`src/rtl/tod_counter.sv`:
```
module tod_counter #(
  parameter int INC_W     = 24,
  parameter bit PERIOD_EN = 1'b1
) (
  input  logic        clk,
  input  logic        rst_n,
  input  logic        reg_wr,
  input  logic [1:0]  reg_addr,
  input  logic [31:0] reg_wdata,
  output logic [31:0] reg_rdata,
  output logic [63:0] time_now
);

  localparam int PER_W = PERIOD_EN ? (32 - INC_W) : 1;

  logic [63:0]      time_q;
  logic [INC_W-1:0] inc_q;
  logic [31:0]      lo_stage;
  logic [PER_W-1:0] per_q;
  logic [PER_W-1:0] pre_q;
  logic [31:0]      inc_rd;
  logic             tick;

  wire wr_lo  = reg_wr && (reg_addr == 2'd0);
  wire wr_hi  = reg_wr && (reg_addr == 2'd1);
  wire wr_inc = reg_wr && (reg_addr == 2'd2);

  generate
    if (PERIOD_EN) begin : g_per
      always_ff @(posedge clk) begin
        if (!rst_n)      per_q <= '0;
        else if (wr_inc) per_q <= reg_wdata[31:INC_W];
      end

      always_ff @(posedge clk) begin
        if (!rst_n)                pre_q <= '0;
        else if (wr_inc || wr_hi)  pre_q <= '0;
        else if (tick)             pre_q <= '0;
        else                       pre_q <= pre_q + 1'b1;
      end

      assign tick   = (per_q < PER_W'(2)) || (pre_q == per_q - 1'b1);
      assign inc_rd = {per_q, inc_q};
    end else begin : g_noper
      assign per_q  = '0;
      assign pre_q  = '0;
      assign tick   = 1'b1;
      assign inc_rd = 32'(inc_q);
    end
  endgenerate

  always_ff @(posedge clk) begin
    if (!rst_n)      inc_q <= '0;
    else if (wr_inc) inc_q <= reg_wdata[INC_W-1:0];
  end

  always_ff @(posedge clk) begin
    if (!rst_n)     lo_stage <= '0;
    else if (wr_lo) lo_stage <= reg_wdata;
  end

  always_ff @(posedge clk) begin
    if (!rst_n)                time_q <= '0;
    else if (wr_hi)            time_q <= {reg_wdata, lo_stage};
    else if (!wr_inc && tick)  time_q <= time_q + {{(64-INC_W){1'b0}}, inc_q};
  end

  always_comb begin
    case (reg_addr)
      2'd0:    reg_rdata = time_q[31:0];
      2'd1:    reg_rdata = time_q[63:32];
      2'd2:    reg_rdata = inc_rd;
      default: reg_rdata = '0;
    endcase
  end

  assign time_now = time_q;

endmodule

```
`config.mk`:
```
export PLATFORM = sky130hd
export DESIGN_NAME = tod_counter
export DESIGN_NICKNAME = d
export VERILOG_FILES = /design/src/rtl/tod_counter.sv
export SDC_FILE = /design/constraint.sdc
export NUM_CORES = 1
export LEC_CHECK = 0
export ABC_AREA = 1
export BUFFER_PORTS_ARGS = -buffer_cell sky130_fd_sc_hd__buf_2
export CELL_PAD_IN_SITES_DETAIL_PLACEMENT = 1
export CELL_PAD_IN_SITES_GLOBAL_PLACEMENT = 2
export CORE_MARGIN = 3
export CORE_UTILIZATION = 31
export CTS_BUF_LIST = sky130_fd_sc_hd__clkbuf_8
export CTS_CLUSTER_SIZE = 25
export DETAILED_ROUTE_END_ITERATION = 8
export HOLD_SLACK_MARGIN = 0.02
export PLACE_DENSITY_LB_ADDON = 0.1
export RECOVER_POWER = 25
export SLEW_MARGIN = 20
export SYNTH_ARGS = -nofsm -noshare
export SYNTH_HDL_FRONTEND = slang
export SYNTH_SLANG_ARGS = --single-unit
export TNS_END_PERCENT = 20
```
`constraint.sdc`:
```
create_clock -name clk -period 2.6 [get_ports clk]
set_clock_uncertainty 0.2 [all_clocks]
set_input_delay 0.65 -clock clk [delete_from_list [all_inputs] [get_ports clk]]
set_output_delay 0.65 -clock clk [all_outputs]
set_load 0.05 [all_outputs]
```
# After elaboration in Yosys (flattened, before gate mapping)
# Cells that the tools add are included.
classes:
  n_div: 0
  n_eq_ne: 3
  n_addsub: 3
  n_mul: 0
  bitwise_logic: 1
  reduce_logical: 10
  n_shift: 0
  magnitude_cmp: 1
  muxes: 3
ops:
  columns: ["op", "count"]
  rows:
  - ["two-way mux 64 bit", 2]
  - ["one-hot mux 32 bit (3 select lines)", 1]
  - ["adder 64 x 24 -> 64 bit", 1]
  - ["adder 8 x 1 -> 8 bit (second input constant)", 1]
  - ["== test 8 bit", 1]
  - ["less-than comparator 8 x 2 -> 1 bit (second input constant)", 1]
  - ["subtractor 8 x 1 -> 8 bit (second input constant)", 1]
  - ["logical AND 1 bit", 4]
  - ["OR reduction 3 bit", 1]
  - ["== test 2 x 1 -> 1 bit (second input constant)", 1]
  - ["== test 2 bit (second input constant)", 1]
  - ["logical NOT 2 bit", 1]
  - ["logical OR 1 bit", 2]
  - ["nonzero test 2 bit", 1]
  - ["logical NOT 1 bit", 1]
  - ["inverter 1 bit", 1]
totals:
  romBits: 0
  input_bits: 37
  n_memories: 0
  ram_bits: 0
  word_cells: 26
  register_bits: 136
  latchBits: 0
  output_inout_bits: 96

# Logic depth before layout (Yosys ltp)
# Gate-level depths: netlist of run 1.
depth:
  ltp_word: 6
  ltp_mapped: 18
  mapped_depth_nobuf: 18

# Least setup slack after synthesis of run 1
# OpenSTA, ideal clock, no wires.
synth_timing:
  kind: "input to output"
  start: "input reg_addr[1]"
  end: "output reg_rdata[1]"
  slack_ps: -208
  required_time_ps: 1750
  t_arrival_ps: 1958
  stages: 4
  n_path_buf: 1
  cell_sequence: "nor2_1 -> inv_1 -> clkbuf_1 -> o221ai_1"
synth_via:
  elab_chain_cells: 2
  elab_cells_between_ends: 4
  cone_classes: "eq/ne: 2; mux: 1; reduce/logical: 1"
synth_lines:
  columns: ["item", "line", "text"]
  rows:
  - ["start, declared", "8", "input logic [1:0] reg_addr,"]
  - ["== test 2 bit (tied with other cells)", "69", "case (reg_addr)"]
  - ["one-hot mux 32 bit (3 select lines) *", "69", null]
  - ["end, declared", "10", "output logic [31:0] reg_rdata,"]
# Mark *: on every way between the ends. The rest lies on a longest branch, timed or not.

# Final worst setup path of run 1
layout_timing:
  start: "input reg_addr[1]"
  end: "output reg_rdata[29]"
# The elaborated chain is that of the path after synthesis.

==> metrics.cfg, run 1 <==
[run]
drv_cap=0

[detailed_routing]
vias=12700
via_per_inst=5.18
ant_nets=0
first_pass_iters=5
drcViolationCount=0
drtIter0Drc=816
wirelength_mm=55.1
avgRoutedWirePerCell_microns=22.4

[clock_network]
h-tree-depth=4
clk_latency_ps=520
numCtsBuffers=17
cts_tree=done
clkTransAtPathRegs_ps=90
clock-root-buffer=clkbuf_8
clk_path_buf_depth=2
cts_hold_buffers=0
clock-sinks=136

[synthesis]
syn-cell-area_sq_um=9990
synth.ff_latch_count=136
synth_flop_cell=dfxtp_1
syn_inst=1753
synth_area_per_cell_sq_um=5.70
ys_seq_area_share_pct=27.3
synth_edf_count=0
ys.warnings.count=0
synth_cell_types=35
syn_nets=1817
ys_async_sr_fraction_pct=0

[worst_setup_path]
path_cells=buf_2 > nor2_4 > clkinvlp_2 > buf_12 > o221ai_1 > buf_4
crit_arrival_ps=1720
cp-start-kind=input pin
critPathMaxStageDelay_ps=250
worst_setup_path_end_kind=output port
crit_required_ps=1750
ff2ff_path_depth=13
crit_fanout=11
critical_path_class=in2out
crit_slowest_cell=buf_4

[placed_design]
place_inst=2406
io_buffers=132
routabilityCongestion=0.956
dp_hpwl_mm=41.5
dpl_cell_area_sq_um=12400

[layout]
area_growth_syn_to_layout_pct=36.6
fin_nets=2103
layout_commonest_cell=nand2_1
drive_gt1_share_pct=23.8
antenna_cells=0
fin_cells=2453
final_area_sq_um=13600
fillers=4313
final_cell_mix=nand2_1, inv_1, nor2_1

[timing]
hold_violations=0
fin_crit_ps=2570
min_period_over_period_pct=99.0
worst-slew-pin-transition_ps=926
rsz0062_at_grt=true
maxSlewHeadroom_pct=38.2
max_freq_ghz=0.388
fin_tns_setup_ps=0
slew_violations=0
setup_viol=0

[global_routing]
overflow=0
grt_max_degree=72
antenna_found_initial=0
grt_pass1_wl_mm=77.2
grt_pass1_vias=12400
grt_usage_pct=30.7

[power_and_ir_drop]
report.power.total_w=0.00628
powerDensity_nw_per_um2=460
p_leak_nw=6.77
ir_worst_vdd_mv=0.303

[die]
num_rows=65
die_h_microns=186
num_io_pins=133
die_w_microns=186
initial_core_util_pct=31.6
die_area_sq_um=34400
coreArea_sq_um=31600

[hold_path]
worstHoldPathType=in2reg
worstHoldPathCells=3

[status]
run_status=complete, no violations

==> where the power goes <==
part | internal [W] | switching, W | total, W
clock | 0.00109 | 0.00101 | 0.00210
combinational | 0.000641 | 0.00125 | 0.00189
sequential | 0.00219 | 0.000101 | 0.00229
==> final cells by class <==
class / count / area [sq um] / area share (%)
clock buffers: 19 / 262 / 1.92
multi-input cells: 1301 / 6490 / 47.5
repair buffers: 322 / 2430 / 17.8
flip-flops and latches: 136 / 2750 / 20.1
repair inverters: 3 / 28.8 / 0.211
clock inverters: 12 / 175 / 1.28
inverters: 258 / 1010 / 7.43
well taps: 402 / 503 / 3.69
==> kinds of logic after synthesis <==
logic type	share of synthesized area (%)
XOR/XNOR	2.10
AO/OA/AOI/OAI	12.6
AND/OR/NAND/NOR	42.1
buffers and inverters	12.6
adder cells (fa/ha/maj)	3.46
flip-flops	27.3
==> final timing paths <==
path	slack, ps	startpoint	endpoint
hold reg to reg	250	lo_stage[6]$_SDFFE_PN0P_	lo_stage[6]$_SDFFE_PN0P_
setup / recovery	30	reg_addr[1]	reg_rdata[29]
setup reg to reg	110	inc_q[0]$_SDFFE_PN0P_	time_now[20]$_SDFFE_PN0P_
hold / removal	210	reg_wdata[30]	lo_stage[30]$_SDFFE_PN0P_
==> through the flow <==
stage | setup WS (ps) | utilization [%] | hold WS [ps]
after floorplan | -208 | - | 225
after global placement | -159 | 39.3 | 237
after detailed placement | -207 | 39.3 | 242
after CTS | -24.1 | 41.1 | 183
after global routing | -50.5 | 43.1 | 213
final | 25.2 | 43.1 | 207
==> per-layer routing <==
metal  global-route usage (%)  vias up  wire, microns
met5                        0        -              0
met4                     8.94        0           1560
met3                     4.51       58           2890
met2                     50.6      369          25100
met1                     41.9     6165          25500
li1                         -     6104              -
==> synthesized netlist by cell type, types with 4 or more instances <==
library cell / count / share of area (%)
nand4_1: 21 / 1.3
inv_2: 6 / 0.23
nand3_1: 143 / 7.2
nor3_1: 19 / 0.95
xnor2_1: 9 / 0.79
clkbuf_1: 45 / 1.7
buf_6: 7 / 0.79
o21ai_0: 85 / 4.3
o21ai_1: 4 / 0.20
xor2_1: 15 / 1.3
ha_1: 26 / 3.3
nor2_2: 4 / 0.25
nand3b_1: 5 / 0.38
buf_1: 4 / 0.15
or2_2: 8 / 0.50
o221ai_1: 32 / 2.8
inv_1: 250 / 9.4
buf_2: 4 / 0.20
a21oi_1: 98 / 4.9
nand2_1: 599 / 23
dfxtp_1: 136 / 27
nor2_1: 216 / 8.1
==> sequential cells by signal (all words and copies together) (netlist names) <==
register and count:
lo_stage 32, inc_q 24, time_now 64, per_q 8, pre_q 8
==> timing repair <==
item                                    in CTS  in global routing
resized for setup                           37                127
cloned                                       0                 10
pin swaps                                    0                 27
buffers inserted                             1                  5
endpoints found under the setup margin      44                 90
==> worst max-delay path: cells and delay by family <==
family / cells / cell delay, ps
and+or+nand+nor: 1 / 150
buffers and inverters: 4 / 690
AOI/OAI and AO/OA: 1 / 210
Note: power is estimated with default switching activity, not from simulation.
==> run 2, diff against run 1 <==
Settings changed: CORE_MARGIN 3 to not set.
==> run 2 against run 1 <==
Net effect: the flow now finishes with violations (setup timing); highest routed layer unchanged; non-clock buffer count down 15; critical endpoint is now reg_rdata[23]; die area decreased by 4.3%; critical path type is now reg2out; sequential power about the same; register-to-register slack got worse by 30 ps.
==> metrics.cfg, run 2 (synthesis gave the netlist of run 1 again) <==
[detailed_routing]
vias=12400  ; -2.3%
via_per_inst=5.09  ; -1.6%
wirelength_mm=52.1  ; -5.4%
ant_nets=0  ; unchanged
drcViolationCount=0  ; unchanged
drtIter0Drc=713  ; -13%
first_pass_iters=5  ; unchanged
avgRoutedWirePerCell_microns=21.4  ; -4.7%

[die]
die_w_microns=182  ; -2.2%
initial_core_util_pct=31.6  ; unchanged
coreArea_sq_um=31600  ; unchanged
die_h_microns=182  ; -2.2%
die_area_sq_um=32900  ; -4.3%
num_rows=65  ; unchanged
num_io_pins=133  ; unchanged

[worst_setup_path]
critPathMaxStageDelay_ps=450  ; +200 ps
crit_fanout=5  ; -6
crit_arrival_ps=1770  ; +50 ps
crit_slowest_cell=dfxtp_2
worst_setup_path_end_kind=output port
path_cells=inv_1 > o221ai_1 > buf_4
cp-start-kind=register
critical_path_class=reg2out
crit_required_ps=1750  ; about the same

[placed_design]
io_buffers=132  ; unchanged
dp_hpwl_mm=40.9  ; -1.4%
routabilityCongestion=0.934  ; -2.2%

[clock_network]
clk_path_buf_depth=2  ; unchanged
h-tree-depth=4  ; unchanged
clock-root-buffer=clkbuf_8
clock-sinks=136  ; unchanged
cts_tree=done
clk_latency_ps=510  ; about the same
clkTransAtPathRegs_ps=100  ; about the same
numCtsBuffers=17  ; unchanged

[run]
drv_cap=0  ; unchanged

[power_and_ir_drop]
powerDensity_nw_per_um2=445  ; -3.2%
ir_worst_vdd_mv=0.341  ; +13%
p_leak_nw=6.57  ; -3.0%

[hold_path]
worstHoldPathType=in2reg

[timing]
min_period_over_period_pct=101  ; +1.9 points
rsz0062_at_grt=true
max_freq_ghz=0.381  ; -1.9%
worst-slew-pin-transition_ps=562  ; -364 ps
slew_violations=0  ; unchanged
hold_violations=0  ; unchanged
fin_crit_ps=2620  ; +48.8 ps
fin_tns_setup_ps=-23.6  ; -23.6 ps
maxSlewHeadroom_pct=62.2  ; +24 points
setup_viol=1  ; +1
setup_ws_ps=-23.6  ; -48.8 ps

[global_routing]
grt_pass1_vias=12300  ; -0.61%
grt_max_degree=68  ; -5.6%
busiest_layer=met2
use_met3_pct=5.23  ; +0.72 points
grt_usage_pct=31.7  ; +0.94 points
overflow=0  ; unchanged
grt_pass1_wl_mm=76.5  ; -0.93%
antenna_found_initial=3  ; +3
use_met1_pct=43.1  ; +1.2 points
met2_usage_pct=49.3  ; -1.3 points

[layout]
fin_nets=2083  ; -0.95%
utilization_pct=41.8  ; -1.4 points
fillers=4317  ; +0.093%
drive_gt1_share_pct=22.8  ; -1.0 points
layout_commonest_cell=nand2_1
largest_register_ff_count=64  ; unchanged
final_cell_mix=nand2_1, inv_1, nor2_1
area_growth_syn_to_layout_pct=32.3

[status]
violations=setup timing
run_status=finished with violations

==> run 2: changes by cell type in the layout (fill, tap and decap cells not counted), sizes merged <==
cell,delta
diode,+2
buf,-5
nand2,-2
clkinv,-1
bufinv,-2
inv,+3
clkbuf,-11
clkinvlp,-1
==> run 2: path summary, 6_finish.rpt <==
kind                             startpoint                         to  slack [ps]  depth (start not counted)
setup / recovery  time_now[55]$_SDFFE_PN0P_              reg_rdata[23]         -20                          3
setup reg to reg   time_now[0]$_SDFFE_PN0P_  time_now[22]$_SDFFE_PN0P_          80                         14
hold reg to reg    lo_stage[3]$_SDFFE_PN0P_   lo_stage[3]$_SDFFE_PN0P_         260                          2
hold / removal                reg_wdata[26]  lo_stage[26]$_SDFFE_PN0P_         220                          3
==> run 2: per-stage QoR <==
step / power, W / setup slack, ps / hold slack [ps] / std cells / cell area [sq um]
finish: 0.00589 / -23.6 / 219 / 2436 / 13200
global route: 0.00612 / -58.8 / 212 / 2434 / 13200
CTS: 0.00585 / -52.7 / 181 / 2428 / 12700
detailed placement: 0.00389 / -138 / 245 / 2396 / 12300
global placement: 0.00387 / -95.5 / 240 / 2396 / 12300
floorplan: 0.00324 / -208 / 225 / 1753 / 9990
==> run 2: final cells by class <==
cell class | count | area (sq um) | area share, %
clock inverter | 14 | 158 | 1.19
clock buffer | 18 | 248 | 1.87
tap | 402 | 503 | 3.81
antenna | 2 | 5.00 | 0.0379
timing repair buffer | 307 | 2160 | 16.4
sequential | 136 | 2750 | 20.8
inverter | 258 | 982 | 7.43
multi-input combinational | 1299 | 6410 | 48.5
==> run 2: metal layers <==
metal	routed length [microns]	up-vias
met5	0	-
li1	-	6054
met1	24800	5987
met3	2440	60
met4	1720	0
met2	23100	299
==> run 2: worst max-delay path: cells and delay by family, from the launching register on <==
kind                   cells  cell delay (ps)
AO/OA/AOI/OAI              1              340
buffers and inverters      2              460
flip-flops                 1              450
==> run 2: power by group <==
| group | internal (W) | switching [W] | total (W) | leakage (nW) |
|---|---|---|---|---|
| clock | 0.000965 | 0.000987 | 0.00195 | 0.218 |
| sequential | 0.00219 | 0.000104 | 0.00230 | 1.12 |
| combinational | 0.000530 | 0.00111 | 0.00164 | 5.23 |
==> run 2: repair_timing <==
item | 4_1_cts | 5_1_grt
buffers inserted | 0 | 6
resized for setup | 27 | 112
hold buffers | 0 | 0
endpoints found under the setup margin | 45 | 81
gates cloned | 0 | 0
pin swaps | 0 | 9
==> run 3, diff against run 2 <==
Settings changed: ABC_CLOCK_PERIOD_IN_PS set to 2600, MAX_ROUTING_LAYER set to met4.
==> run 3 against run 2 <==
Net effect: the flow still finishes with violations (setup timing); non-clock buffer count rose by 17; final area grew 1.1%; cell count increased by 0.62%; global-route usage rose by 1.7 points; core utilization up 0.45 points.
==> metrics.cfg, run 3 (synthesis gave the netlist of run 1 again) <==
[worst_setup_path]
path_cells=buf_4 > inv_1 > o221ai_2 > buf_4
critical_path_class=reg2out
r2r_setup_slack_ps=110  ; +30 ps
crit_fanout=6  ; +1
crit_required_ps=1750  ; about the same
crit_arrival_ps=1760  ; about the same
worstReg2RegStart=inc_q[15]$_SDFFE_PN0P_
critPathMaxStageDelay_ps=470  ; +20 ps
timing.rr.end=time_now[36]$_SDFFE_PN0P_
cp-start-kind=register
crit_slowest_cell=dfxtp_2
ff2ff_path_depth=16  ; +2
worst_setup_path_end_kind=output port
cpMostUsedCell=buf_4

[hold_path]
worstHoldPathCells=3  ; unchanged
holdPathEnd=lo_stage[31]$_SDFFE_PN0P_
worstHoldPathType=in2reg
min_from=reg_wdata[31]

[die]
die_w_microns=182  ; unchanged
num_io_pins=133  ; unchanged
die_h_microns=182  ; unchanged
coreArea_sq_um=31600  ; unchanged
num_rows=65  ; unchanged
die_area_sq_um=32900  ; unchanged
initial_core_util_pct=31.6  ; unchanged

[detailed_routing]
first_pass_iters=5  ; unchanged
ant_nets=0  ; unchanged
via_per_inst=5.19  ; +2.0%
drtIter0Drc=883  ; +24%
avgRoutedWirePerCell_microns=21.9  ; +2.2%
drcViolationCount=0  ; unchanged
wirelength_mm=53.6  ; +2.9%
vias=12700  ; +2.6%

[clock_network]
cts_hold_buffers=0  ; unchanged
clock-root-buffer=clkbuf_8
cts_tree=done
clk_path_buf_depth=2  ; unchanged
clock-sinks=136  ; unchanged
h-tree-depth=4  ; unchanged
clkTransAtPathRegs_ps=100  ; about the same
clk_latency_ps=520  ; about the same
numCtsBuffers=17  ; unchanged

[status]
violations=setup timing
run_status=finished with violations

[timing]
max_freq_ghz=0.383  ; +0.56%
setup_viol=1  ; unchanged
slew_violations=0  ; unchanged
maxSlewHeadroom_pct=34.9  ; -27 points
setup_ws_ps=-9.08  ; +14.5 ps
hold_violations=0  ; unchanged
worst-slew-pin-transition_ps=976  ; +414 ps
rsz0062_at_grt=true
fin_crit_ps=2610  ; -14.5 ps
min_period_over_period_pct=100  ; -0.56 points

[power_and_ir_drop]
powerDensity_nw_per_um2=459  ; +3.1%
report.power.total_w=0.00613  ; +4.2%
p_clk_share_pct=34.9  ; +1.7 points
p_leak_nw=6.69  ; +1.8%
p_switching_w=0.00231  ; +5.1%
p_sw_share_pct=37.7  ; +0.32 points
ir_worst_vdd_mv=0.351  ; +2.9%
p_comb_share_pct=27.7  ; about the same
intPower_w=0.00382  ; +3.6%
sequentialPowerShare_pct=37.4  ; -1.6 points

[layout]
final_area_sq_um=13400  ; +1.1%
drive_gt1_share_pct=23.6  ; +0.74 points
fillers=4334  ; +0.39%
area_growth_syn_to_layout_pct=33.7
antenna_cells=0  ; -2
fin_cells=2451  ; +0.62%
fin_nets=2100  ; +0.82%
layout_commonest_cell=nand2_1
final_cell_mix=nand2_1, inv_1, nor2_1
largest_register_ff_count=64  ; unchanged

[global_routing]
grt_max_degree=54  ; -21%
antenna_found_initial=0  ; -3
overflow=0  ; unchanged
grt_usage_pct=33.4  ; +1.7 points
grt_pass1_vias=12700  ; +3.3%
grt_pass1_wl_mm=78.5  ; +2.7%

[placed_design]
io_buffers=132  ; unchanged
dpl_cell_area_sq_um=12400  ; +1.0%
routabilityCongestion=0.997  ; +6.7%
place_inst=2414  ; +0.75%
dp_hpwl_mm=42.0  ; +2.7%

[run]
drv_cap=0  ; unchanged

## run 3: final cells by class
type / instances / area (sq um) / share of cell area, %
well taps: 402 / 503 / 3.76
clock inverters: 14 / 198 / 1.48
clock buffers: 18 / 248 / 1.85
repair buffers: 324 / 2270 / 17.0
flip-flops and latches: 136 / 2740 / 20.5
inverters: 258 / 977 / 7.31
multi-input cells: 1299 / 6420 / 48.1
## run 3: power by group through the flow
stage               sequential [W]  clock [W]  combinational (W)
CTS                        0.00228    0.00217            0.00161
global placement           0.00232          0            0.00157
detailed placement         0.00233          0            0.00159
finish                     0.00229    0.00214            0.00170
floorplan                  0.00250          0           0.000735
global route               0.00230    0.00222            0.00181
## run 3: timing repair
action / in CTS / in global routing
cloned: 0 / 2
pin swaps: 2 / 7
setup endpoints to repair: 49 / 95
buffers inserted: 1 / 2
gates resized for setup: 40 / 100
## run 3: routing by layer
| metal | GRT usage, % | part of all wire [%] |
|---|---|---|
| met1 | 44.3 | 47 |
| met2 | 51.2 | 44 |
| met3 | 3.55 | 5.0 |
| met4 | 14.6 | 4.2 |
| met5 | - | 0 |
## run 3: per-stage QoR
step | hold WS (ps) | worst slack [ps] | utilization (%) | setup TNS (ps)
final | 201 | -9.08 | 42.2 | -9.08
after global routing | 213 | -67.0 | 42.2 | -558
after CTS | 176 | -10.5 | 41.0 | -43.9
after detailed placement | 252 | -197 | 39.2 | -9430
after global placement | 243 | -202 | 39.2 | -5360
after floorplan | 225 | -208 | - | -5060
## run 3: critical path: cells and delay by family (launching register included)
kind            cells  cell delay [ps]
flops               1              470
buf+inv             3              490
compound gates      1              280
## run 3: how the worst max path moves through the flow
stage	startpoint	endpoint	cells past startpoint
finish	time_now[54]$_SDFFE_PN0P_	reg_rdata[22]	4
global route	time_now[15]$_SDFFE_PN0P_	time_now[36]$_SDFFE_PN0P_	16
CTS	time_now[26]$_SDFFE_PN0P_	reg_rdata[26]	4
detailed placement	reg_addr[1]	pre_q[3]$_SDFF_PP0_	10
global placement	reg_addr[1]	reg_rdata[22]	6
floorplan	reg_addr[1]	reg_rdata[1]	4
